$ cat src/rtl/strap_sel_pkg.sv
package strap_sel_pkg;
  localparam int FS_W = 5;

  // Byte positions used by the configuration decode
  localparam int SPREAD_BIT = 1;
  localparam int SOURCE_BIT = 3;

  // Position of FS bit i inside the configuration byte in register mode
  localparam int FS_POS [FS_W] = '{4, 5, 6, 7, 2};

  typedef struct packed {
    logic capture;   // sample the strap pins on this edge
    logic holding;   // pins are still inputs
  } ctrlStrobes_t;
endpackage

$ cat src/rtl/strap_ctrl.sv
module strap_ctrl
  import strap_sel_pkg::*;
#(
  parameter int HOLD_CYCLES = 8
) (
  input  logic         clk,
  input  logic         rstN,
  output ctrlStrobes_t strobes,
  output logic         pinsDriveOut
);
  localparam int CNT_W = (HOLD_CYCLES > 1) ? $clog2(HOLD_CYCLES) : 1;
  localparam logic [CNT_W-1:0] LAST = CNT_W'(HOLD_CYCLES - 1);

  logic [CNT_W-1:0] holdCnt;
  logic             released;

  always_ff @(posedge clk or negedge rstN) begin
    if (!rstN) begin
      holdCnt  <= '0;
      released <= 1'b0;
    end else if (!released) begin
      if (holdCnt == LAST) released <= 1'b1;
      else                 holdCnt  <= holdCnt + 1'b1;
    end
  end

  always_comb begin
    strobes.holding = !released;
    strobes.capture = !released && (holdCnt == LAST);
  end

  assign pinsDriveOut = released;
endmodule

$ cat src/rtl/strap_datapath.sv
module strap_datapath
  import strap_sel_pkg::*;
(
  input  logic            clk,
  input  logic            rstN,
  input  ctrlStrobes_t    strobes,
  input  logic [FS_W-1:0] strapPins,
  input  logic            refStrapPin,
  input  logic [7:0]      cfgByte,
  output logic [FS_W-1:0] freqCode,
  output logic            spreadEn,
  output logic            sel24Mhz,
  output logic            codeChanged
);
  logic [FS_W-1:0] strapCode;
  logic [FS_W-1:0] regCode;
  logic [FS_W-1:0] nextCode;
  logic            nextSpread;

  // One-time strap capture; the reset value matches unstrapped pull-ups
  always_ff @(posedge clk or negedge rstN) begin
    if (!rstN) begin
      strapCode <= '1;
      sel24Mhz  <= 1'b1;
    end else if (strobes.capture) begin
      strapCode <= strapPins;
      sel24Mhz  <= refStrapPin;
    end
  end

  // Gather the scattered register-mode code
  for (genvar i = 0; i < FS_W; i++) begin : g_regMap
    assign regCode[i] = cfgByte[FS_POS[i]];
  end

  always_comb begin
    nextCode   = cfgByte[SOURCE_BIT] ? regCode : strapCode;
    nextSpread = cfgByte[SPREAD_BIT];
  end

  always_ff @(posedge clk or negedge rstN) begin
    if (!rstN) begin
      freqCode    <= '1;
      spreadEn    <= 1'b0;
      codeChanged <= 1'b0;
    end else begin
      freqCode    <= nextCode;
      spreadEn    <= nextSpread;
      codeChanged <= (nextCode != freqCode) || (nextSpread != spreadEn);
    end
  end
endmodule

$ cat src/rtl/freq_strap_select.sv
module freq_strap_select
  import strap_sel_pkg::*;
#(
  parameter int HOLD_CYCLES = 8
) (
  input  logic       clk,
  input  logic       rstN,
  input  logic [4:0] strapPins,
  input  logic       refStrapPin,
  input  logic [7:0] cfgByte,
  output logic [4:0] freqCode,
  output logic       spreadEn,
  output logic       pinsDriveOut,
  output logic       sel24Mhz,
  output logic       codeChanged
);
  ctrlStrobes_t strobes;

  strap_ctrl #(.HOLD_CYCLES(HOLD_CYCLES)) u_ctrl (
    .clk          (clk),
    .rstN         (rstN),
    .strobes      (strobes),
    .pinsDriveOut (pinsDriveOut)
  );

  strap_datapath u_dp (
    .clk         (clk),
    .rstN        (rstN),
    .strobes     (strobes),
    .strapPins   (strapPins),
    .refStrapPin (refStrapPin),
    .cfgByte     (cfgByte),
    .freqCode    (freqCode),
    .spreadEn    (spreadEn),
    .sel24Mhz    (sel24Mhz),
    .codeChanged (codeChanged)
  );
endmodule

$ cat config.mk
export PLATFORM = sky130hd
export DESIGN_NAME = freq_strap_select
export DESIGN_NICKNAME = d
export VERILOG_FILES = /design/src/rtl/strap_sel_pkg.sv /design/src/rtl/strap_ctrl.sv /design/src/rtl/strap_datapath.sv /design/src/rtl/freq_strap_select.sv
export SDC_FILE = /design/constraint.sdc
export NUM_CORES = 1
export LEC_CHECK = 0
export BUFFER_PORTS_ARGS = -buffer_cell sky130_fd_sc_hd__clkbuf_2
export CORE_AREA = 2 2 41 43
export DETAILED_ROUTE_END_ITERATION = 10
export DIE_AREA = 0 0 43 45
export PLACE_DENSITY = 0.84
export SYNTH_ARGS = -nofsm -noshare
export SYNTH_HDL_FRONTEND = slang
export SYNTH_SLANG_ARGS = --single-unit
export TNS_END_PERCENT = 1
$ cat constraint.sdc
create_clock -name clk -period 3.1 [get_ports clk]
set_input_delay 0.62 -clock clk [delete_from_list [all_inputs] [get_ports clk]]
set_output_delay 0.62 -clock clk [all_outputs]
set_load 0.02 [all_outputs]
==> impl_metrics.csv, run 1 <==
group,metric,value,unit
synth,netlist_area,714,sq um
power,leakage,0.381,nW
synth,async_reset_ff_share,100,%
route,ant_nets,0,
die,rows,14,
setup_path,path_cells,"clkbuf_2",
synth,synth_seq_area_share,61.5,%
setup_path,cp-start-kind,"flop",
placement,dp.cells,85,
final_layout,syn_to_final_growth,22.1,%
grt,antenna_found_initial,0,
synth,synth_area_per_cell,15.2,sq um
synth,ys.flop_type,"dfstp_2",
route,dr.pass1.iters,4,
route,drtIter0Drc,2,
die,dieArea,0.00194,sq mm
min_path,min_path_type,"in2async",
final_layout,diodes,0,
final_layout,multi_input_area,264,sq um
setup_path,cpPeakStageDelay,0.55,ns
setup_path,crit_slowest_cell,"dfstp_2",
clocking,cts_root_buf,"clkbuf_4",
clocking,htreeDepth,1,
clocking,cts_hold_buf,0,
die,core-area,0.00147,sq mm
run_status,status,"complete, no violations",
clocking,clk_latency,0.28,ns
synth,netlist_top_cells_area,"dfstp_2 (40%), dfrtp_1 (21%), mux2_2 (17%), xor2_1 (6.1%), mux2_4 (4.2%)",
synth,synth.top_cells.by_count,"dfstp_2 (11), mux2_2 (11), dfrtp_1 (6), xor2_1 (5)",
placement,hpwl,901,microns
die,chipHeight,45,microns
power,powerDensity,469,mW/mm^2
final_layout,final_cells,89,
sta,max_freq,0.620,GHz
grt,grt_overflow,0,
final_layout,fill_cells,133,
final_layout,register_area,439,sq um
final_layout,nets,92,
grt,grt_max_degree,18,
setup_path,required,2.48,ns
grt,grt_pass1_vias,474,
route,drc_errors,0,
sta,holdWs,0.254,ns
placement,io_buffers,23,
synth,yosys.area.top_type,"dfstp_2",
grt,groute.usage.overall,15.1,%
synth,ys_ff_latch,17,
setup_path,startpoint,"u_dp.freqCode[2]",
route,routedWlPerCell,12.9,microns
sta,maxSlewViolCount,0,
sta,slew_headroom,66.2,%
setup_path,path_delay_family,"flip-flops",
setup_path,end_kind,"output pin",
die,initial_utilization,48.6,%
grt,grt_pass1_wl,2010,microns
setup_path,cp.arrival,0.99,ns
sta,tns,0,ns
sta,setup_viol,0,
setup_path,critPathKind,"reg2out",
synth,syn_inst,47,
sta,final.period_utilization,52.0,%
clocking,cts_tree,"yes",
route,num_vias,435,
sta,tightestPinTransition,0.505,ns
synth,synth_top_area_share,40.5,%
setup_path,worstPathMaxFanout,2,
synth,synth_fp_nets,65,
clocking,cts.clk_slew.worst_paths,0.09,ns
placement,gp_congestion,0.709,
final_layout,drive_gt1_share,68.5,%
route,via_per_inst,4.89,
clocking,cts_setup_buffers,0,
clocking,clockBufferDepth,2,
die,io_pins,25,
clocking,cts_resized,0,
sta,fin_crit,1.61,ns
route,routed_wirelength,1150,microns
sta,hold_viol,0,
synth,synthDistinctLibCells,14,
synth,ys_warn_count,0,
die,die_w,43,microns
clocking,cts_buffers,3,
run,max-cap-violations,0,
sta,rsz0062_at_grt,"no",
synth,synth_edf_count,0,
power,ir_drop,0.000201,V
clocking,cts_sinks,17,
setup_path,crit_buf_inv,1,
setup_path,r2r-start,"u_ctrl.holdCnt[0]",
sta,skew,0.00502,ns
-- state kept, by name, indices dropped and copies added, names as in the netlist --
register / cells
u_dp.strapCode: 5
u_dp.codeChanged: 1
u_dp.freqCode: 5
u_ctrl.pinsDriveOut: 1
u_dp.spreadEn: 1
u_dp.sel24Mhz: 1
u_ctrl.holdCnt: 3
-- final timing paths --
| path | endpoint | cells after the start | slack (ns) |
|---|---|---|---|
| min in group clk | u_dp.spreadEn | 1 | 0.47 |
| worst max-delay path | freqCode[2] | 1 | 1.49 |
| worst min register to register | u_ctrl.holdCnt[0] | 1 | 0.49 |
| worst min-delay path | u_ctrl.holdCnt[0] | 1 | 0.25 |
| max in group asynchronous | u_dp.strapCode[0] | 1 | 2.52 |
| worst max register to register | u_dp.strapCode[4] | 4 | 1.51 |
-- report_power, final --
part / total [mW] / internal [mW] / switching [mW]
combinational: 0.0518 / 0.0247 / 0.0271
sequential: 0.245 / 0.239 / 0.00582
clock: 0.112 / 0.0499 / 0.0626
-- cell usage in the layout (no fill, tap or decap), drive strengths merged --
cell    count
mux2       13
clkbuf     27
nor2b       1
dfrtp       6
inv         2
nor2        2
ha          2
xor2        5
nand4b      1
xnor2       1
dfstp      11
nor4        1
nand2       1
-- kinds of logic after synthesis --
kind of cell	after synthesis	share of synthesized area [%]
mux	13	21.5
flops	17	61.5
xor+xnor	6	7.36
fa+ha+maj	2	3.50
buf+inv	3	1.58
simple gates	6	4.55
-- per-layer routing --
layer	vias to the layer above	global-route usage [%]	share of wire, %
met1	204	16.8	42
met3	2	2.80	6.9
met4	0	9.09	0.61
met2	19	27.0	50
li1	210	-	-
met5	-	0	0
-- per-stage QoR --
stage	utilization [%]	cell area [sq um]	setup WS, ns	power [mW]
final	59.3	872	1.49	0.409
after floorplan	-	714	1.57	0.277
after global routing	59.3	872	1.41	0.435
after detailed placement	57.5	846	1.26	0.301
after global placement	57.5	846	1.26	0.299
after CTS	59.3	872	1.47	0.419
-- cell type report --
cell class | instances | share of cell area (%)
Timing Repair Buffer | 23 | 13.2
Clock buffer | 4 | 3.01
Tap cell | 16 | 2.30
Inverter | 2 | 0.861
Sequential cell | 17 | 50.4
Multi-Input combinational cell | 27 | 30.3
(Power assumes the default switching activity.)
==> run 2: changes to the inputs <==
--- a/config.mk
+++ b/config.mk
@@ -6,10 +6,10 @@
 export NUM_CORES = 1
 export LEC_CHECK = 0
 export BUFFER_PORTS_ARGS = -buffer_cell sky130_fd_sc_hd__clkbuf_2
-export CORE_AREA = 2 2 41 43
+export CORE_AREA = 2 2 43 45
 export DETAILED_ROUTE_END_ITERATION = 10
-export DIE_AREA = 0 0 43 45
-export PLACE_DENSITY = 0.84
+export DIE_AREA = 0 0 45 47
+export PLACE_DENSITY = 0.77
 export SYNTH_ARGS = -nofsm -noshare
 export SYNTH_HDL_FRONTEND = slang
 export SYNTH_SLANG_ARGS = --single-unit
==> constraint.sdc (replaced) <==
create_clock -name clk -period 1.6 [get_ports clk]
set_input_delay 0.32 -clock clk [delete_from_list [all_inputs] [get_ports clk]]
set_output_delay 0.32 -clock clk [all_outputs]
set_load 0.02 [all_outputs]
==> run 2 against run 1 <==
Count of clock-buffer cells in the layout unchanged. Clock skew down 0.0029 ns. Combinational power up 97%. Via count up 2.3%. Utilization down 5.2 points. Non-clock buffer count up 2. Highest routed layer unchanged.
==> impl_metrics.csv, run 2 (synthesis results as in run 1) <==
group,metric,value,unit
final_layout,diodes,0,
grt,grt_overflow,0,
die,chipHeight,47,microns
power,ir_drop,0.000436,V
placement,gp_congestion,0.649,
sta,rsz0062_at_grt,"no",
clocking,cts_buffers,3,
die,core-area,0.00165,sq mm
route,via_per_inst,4.84,
sta,fin_crit,1.47,ns
min_path,min_delay_worst_endpoint,"u_dp.spreadEn",
clocking,clockBufferDepth,2,
die,dieArea,0.00212,sq mm
min_path,min_path_cells,1,
sta,skew,0.00210,ns
grt,grt_max_degree,18,
final_layout,fill_cells,154,
final_layout,layout_commonest_cell,"clkbuf_2",
final_layout,register_area,439,sq um
min_path,min_from,"cfgByte[1]",
final_layout,multi_input_area,267,sq um
run_status,status,"complete, no violations",
clocking,cts_root_buf,"clkbuf_4",
power,p_switching,0.184,mW
route,dr.pass1.iters,1,
setup_path,worstPathMaxFanout,3,
sta,slew_headroom,72.5,%
setup_path,r2r_slack,0.13,ns
power,combPwrFrac,12.9,%
clocking,htreeDepth,1,
die,initial_utilization,43.3,%
clocking,cts_tree,"yes",
final_layout,syn_to_final_growth,25.0,%
final_layout,final_cells,92,
sta,maxSlewViolCount,0,
final_layout,final_util,54.1,%
clocking,cts_sinks,17,
setup_path,reg2reg_depth,4,
setup_path,cp.arrival,1.64,ns
route,drc_errors,0,
setup_path,cp-start-kind,"flop",
route,drtIter0Drc,0,
route,ant_nets,0,
power,powerDensity,887,mW/mm^2
grt,grt_pass1_vias,422,
die,io_pins,25,
final_layout,nets,94,
power,swShare,23.2,%
run,max-cap-violations,0,
placement,dp.cells,87,
final_layout,reg_top3,"u_dp.freqCode x5, u_dp.strapCode x5, u_ctrl.holdCnt x3",
grt,antenna_found_initial,0,
final_layout,mostFrequentLayoutCells,"clkbuf_2 (23), mux2_2 (11), dfstp_2 (11)",
setup_path,rr_endpoint,"u_ctrl.holdCnt[1]",
final_layout,drive_gt1_share,69.3,%
sta,tns,0,ns
sta,tightestPinTransition,0.413,ns
clocking,clk_latency,0.28,ns
sta,final.period_utilization,91.8,%
route,num_vias,445,
clocking,cts_setup_buffers,0,
route,routed_wirelength,1130,microns
placement,io_buffers,23,
grt,groute.usage.overall,12.4,%
sta,setup_viol,0,
min_path,min_path_type,"in2reg",
setup_path,critPathKind,"reg2reg",
sta,max_freq,0.681,GHz
setup_path,required,1.77,ns
power,clkPwrFrac,27.4,%
power,total_power,0.792,mW
sta,hold_viol,0,
setup_path,r2r-start,"u_ctrl.holdCnt[0]",
die,rows,15,
sta,holdWs,0.168,ns
clocking,cts.clk_slew.worst_paths,0.09,ns
power,p_seq_share,59.7,%
die,die_w,45,microns
route,routedWlPerCell,12.3,microns
setup_path,end_kind,"flop",
grt,grt_pass1_wl,1750,microns
power,p_int,0.609,mW
power,leakage,0.393,nW
==> run 2: layout make-up <==
cell class | instances | area share [%]
repair buffers | 25 | 14.8
inverters | 2 | 0.840
clock buffers | 4 | 2.94
flip-flops and latches | 17 | 49.2
well taps | 17 | 2.38
multi-input cells | 27 | 29.8
==> run 2: per-layer routing <==
layer	track usage [%]	vias up	share of wire, %
li1	-	216	-
met1	13.9	215	38
met2	20.3	12	56
met3	2.31	2	4.7
met4	10.6	0	0.88
met5	0	-	0
==> run 2: per-stage QoR <==
| stage | setup slack [ns] | cell area, sq um |
|---|---|---|
| after floorplan | 0.150 | 714 |
| after global placement | 0.0445 | 855 |
| after detailed placement | 0.00125 | 855 |
| after CTS | 0.109 | 893 |
| after global routing | 0.0499 | 893 |
| final | 0.132 | 893 |
==> run 2: critical path, stage by stage (launching register included) <==
cell and delay, ns:
dfrtp_1 0.40, ha_1 0.22, ha_1 0.19, nor2_1 0.20, mux2_2 0.36
==> run 2: worst max path at each step <==
stage	start	slack, ns	endpoint	cells past startpoint
2_1_floorplan	u_ctrl.holdCnt[0]	0.15	u_ctrl.holdCnt[1]	4
3_3_place_gp	u_ctrl.holdCnt[0]	0.04	u_dp.sel24Mhz	4
3_5_place_dp	u_ctrl.holdCnt[0]	0.001	u_dp.sel24Mhz	4
4_1_cts	u_ctrl.holdCnt[0]	0.11	u_ctrl.holdCnt[1]	4
5_1_grt	u_ctrl.holdCnt[0]	0.05	u_dp.sel24Mhz	4
6_report	u_ctrl.holdCnt[0]	0.13	u_ctrl.holdCnt[1]	4
==> run 2: power groups by stage <==
stage	sequential [mW]	combinational (mW)	clock [mW]
global route	0.476	0.113	0.243
floorplan	0.497	0.0396	0
detailed placement	0.481	0.102	0
finish	0.473	0.102	0.217
CTS	0.473	0.104	0.234
global placement	0.480	0.0994	0
==> run 2: timing repair <==
item                       4_1_cts  5_1_grt
resized for setup                1        0
hold endpoints to repair         6        0
setup endpoints to repair        6        0
hold buffers                     1        0
==> run 3: changes to the inputs <==
--- a/config.mk
+++ b/config.mk
@@ -5,12 +5,14 @@
 export SDC_FILE = /design/constraint.sdc
 export NUM_CORES = 1
 export LEC_CHECK = 0
+export ABC_AREA = 1
 export BUFFER_PORTS_ARGS = -buffer_cell sky130_fd_sc_hd__clkbuf_2
-export CORE_AREA = 2 2 43 45
+export CORE_AREA = 2 2 45 47
 export DETAILED_ROUTE_END_ITERATION = 10
-export DIE_AREA = 0 0 45 47
-export PLACE_DENSITY = 0.77
+export DIE_AREA = 0 0 47 49
+export PLACE_DENSITY = 0.8
 export SYNTH_ARGS = -nofsm -noshare
 export SYNTH_HDL_FRONTEND = slang
+export SYNTH_HIERARCHICAL = 1
 export SYNTH_SLANG_ARGS = --single-unit
 export TNS_END_PERCENT = 1
==> run 3 against run 2 <==
Utilization grew 1.8 points. Clock power is essentially flat. Synthesized cell count grew 110%. Final cell count grew 70%. Count of clock-buffer cells in the layout stayed put. Wire length up 33%. Final area increased by 15%. Die area grew 8.9%. Setup slack lost 0.0016 ns.
==> impl_metrics.csv, run 3 <==
group,metric,value,unit
setup_path,worstPathMaxFanout,5,
run,max-cap-violations,0,
synth,ys_warn_count,6,
clocking,cts_buffers,3,
power,clkPwrFrac,26.6,%
clocking,cts_root_buf,"clkbuf_4",
sta,final.period_utilization,91.9,%
route,routed_wirelength,1510,microns
setup_path,crit_slowest_cell,"dfrtp_1",
synth,synth_fp_nets,119,
clocking,clockBufferDepth,2,
die,core-area,0.00184,sq mm
power,p_int,0.607,mW
setup_path,critPathKind,"reg2reg",
die,io_pins,25,
sta,hold_viol,0,
setup_path,path_cells,"ha_1 > ha_2 > inv_1 > nor2_1 > buf_4 > mux2_2",
synth,synth_area_per_cell,8.35,sq um
setup_path,end_kind,"flop",
clocking,cts_sinks,17,
placement,gp_congestion,0.763,
die,initial_utilization,45.8,%
grt,grt_overflow,0,
power,ir_drop,0.000598,V
setup_path,cpPeakStageDelay,0.38,ns
setup_path,required,1.82,ns
sta,tns,0,ns
power,leakage,0.542,nW
grt,grt_pass1_vias,657,
route,via_per_inst,4.42,
final_layout,register_area,439,sq um
sta,slew_headroom,73.2,%
die,die_w,47,microns
route,wl_met3,58,microns
clocking,cts.clk_slew.worst_paths,0.09,ns
power,powerDensity,793,mW/mm^2
final_layout,final_util,55.9,%
clocking,cts_tree,"yes",
grt,groute.usage.overall,16.1,%
grt,grt_max_degree,18,
power,swShare,25.6,%
route,top_layer_used,"met4",
clocking,cts_setup_buffers,0,
die,chipHeight,49,microns
placement,dp.cells,151,
sta,tightestPinTransition,0.402,ns
route,wl_met2,770,microns
final_layout,mostFrequentLayoutCells,"nand2_1 (36), clkbuf_2 (23), inv_1 (16)",
final_layout,final_cells,156,
route,num_vias,689,
clocking,clk_latency,0.28,ns
synth,syn_inst,101,
setup_path,r2r_slack,0.13,ns
power,total_power,0.816,mW
placement,hpwl,1190,microns
clocking,htreeDepth,1,
min_path,min_path_type,"in2reg",
power,p_seq_share,58.4,%
sta,maxSlewViolCount,0,
final_layout,multi_input_area,322,sq um
final_layout,syn_to_final_growth,22.1,%
final_layout,nets,148,
sta,skew,0.00656,ns
sta,holdWs,0.174,ns
final_layout,reg_top3,"u_dp/freqCode x5, u_dp/strapCode x5, u_ctrl/holdCnt x3",
sta,rsz0062_at_grt,"no",
route,dr.pass1.iters,3,
placement,io_buffers,23,
route,drc_errors,0,
grt,grt_pass1_wl,2670,microns
route,ant_nets,0,
route,routedWlPerCell,9.65,microns
die,rows,16,
power,p_switching,0.209,mW
final_layout,layout_commonest_cell,"nand2_1",
final_layout,drive_gt1_share,38.0,%
setup_path,cp.arrival,1.69,ns
synth,netlist_area,843,sq um
sta,setup_viol,0,
setup_path,cp-start-kind,"flop",
final_layout,diodes,0,
run_status,status,"complete, no violations",
sta,fin_crit,1.47,ns
power,combPwrFrac,15.0,%
die,dieArea,0.00230,sq mm
route,wl_met1,653,microns
route,drtIter0Drc,12,
sta,max_freq,0.680,GHz
final_layout,fill_cells,183,
grt,antenna_found_initial,0,
==> run 3: cell types whose count changed in the layout (fill, tap and decap cells not counted), moves of 2 or more <==
cell | before | now
nor2_1 | 2 | 5
o21ai_0 | 0 | 6
mux2_2 | 11 | 3
inv_1 | 2 | 16
nand3_1 | 0 | 8
nand2_2 | 0 | 3
nand2_1 | 1 | 36
xor2_1 | 5 | 0
mux2_4 | 2 | 0
==> run 3: critical path, delay by kind of cell, from the launching register on <==
kind	cells	cell delay, ns
fa+ha+maj	2	0.38
simple gates	1	0.12
buf+inv	2	0.20
mux	1	0.33
flops	1	0.38
==> run 3: stage by stage <==
| stage | setup slack [ns] | area (sq um) |
|---|---|---|
| floorplan | 0.222 | 843 |
| global placement | 0.178 | 991 |
| detailed placement | 0.0978 | 991 |
| CTS | 0.0932 | 1030 |
| global route | 0.0160 | 1030 |
| finish | 0.130 | 1030 |
==> run 3: path summary, 6_finish.rpt <==
path,start,to,depth (start not counted)
setup / recovery,u_ctrl/holdCnt[0],u_dp/strapCode[2],6
hold / removal,cfgByte[1],u_dp/spreadEn,1
setup reg to reg,u_ctrl/holdCnt[0],u_dp/strapCode[2],6
hold reg to reg,u_dp/strapCode[0],u_dp/freqCode[0],2
max in group asynchronous,rstN,u_dp/freqCode[1],2
min in group asynchronous,rstN,u_dp/codeChanged,2
==> run 3: layout make-up <==
| cell class | count | share of cell area (%) |
|---|---|---|
| tap | 27 | 3.28 |
| timing repair buffer | 26 | 13.6 |
| clock buffer | 4 | 2.55 |
| multi-input combinational | 65 | 31.2 |
| inverter | 17 | 6.68 |
| sequential | 17 | 42.6 |
==> run 3: routing by layer <==
layer / up-vias / GRT usage (%)
li1: 363 / -
met1: 312 / 21.0
met2: 12 / 24.4
met3: 2 / 2.96
met4: 0 / 8.80
met5: - / 0
==> run 3: power by group through the flow <==
| stage | registers [mW] | logic, mW | clock network [mW] |
|---|---|---|---|
| after floorplan | 0.499 | 0.0596 | 0 |
| after global placement | 0.482 | 0.119 | 0 |
| after detailed placement | 0.484 | 0.122 | 0 |
| after CTS | 0.477 | 0.125 | 0.231 |
| after global routing | 0.480 | 0.141 | 0.243 |
| final | 0.476 | 0.123 | 0.217 |
==> run 3: repair_timing <==
item | CTS | global route
gates resized for setup | 0 | 1
endpoints found under the setup margin | 0 | 3
hold buffers | 1 | 0
endpoints found under the hold margin | 6 | 0
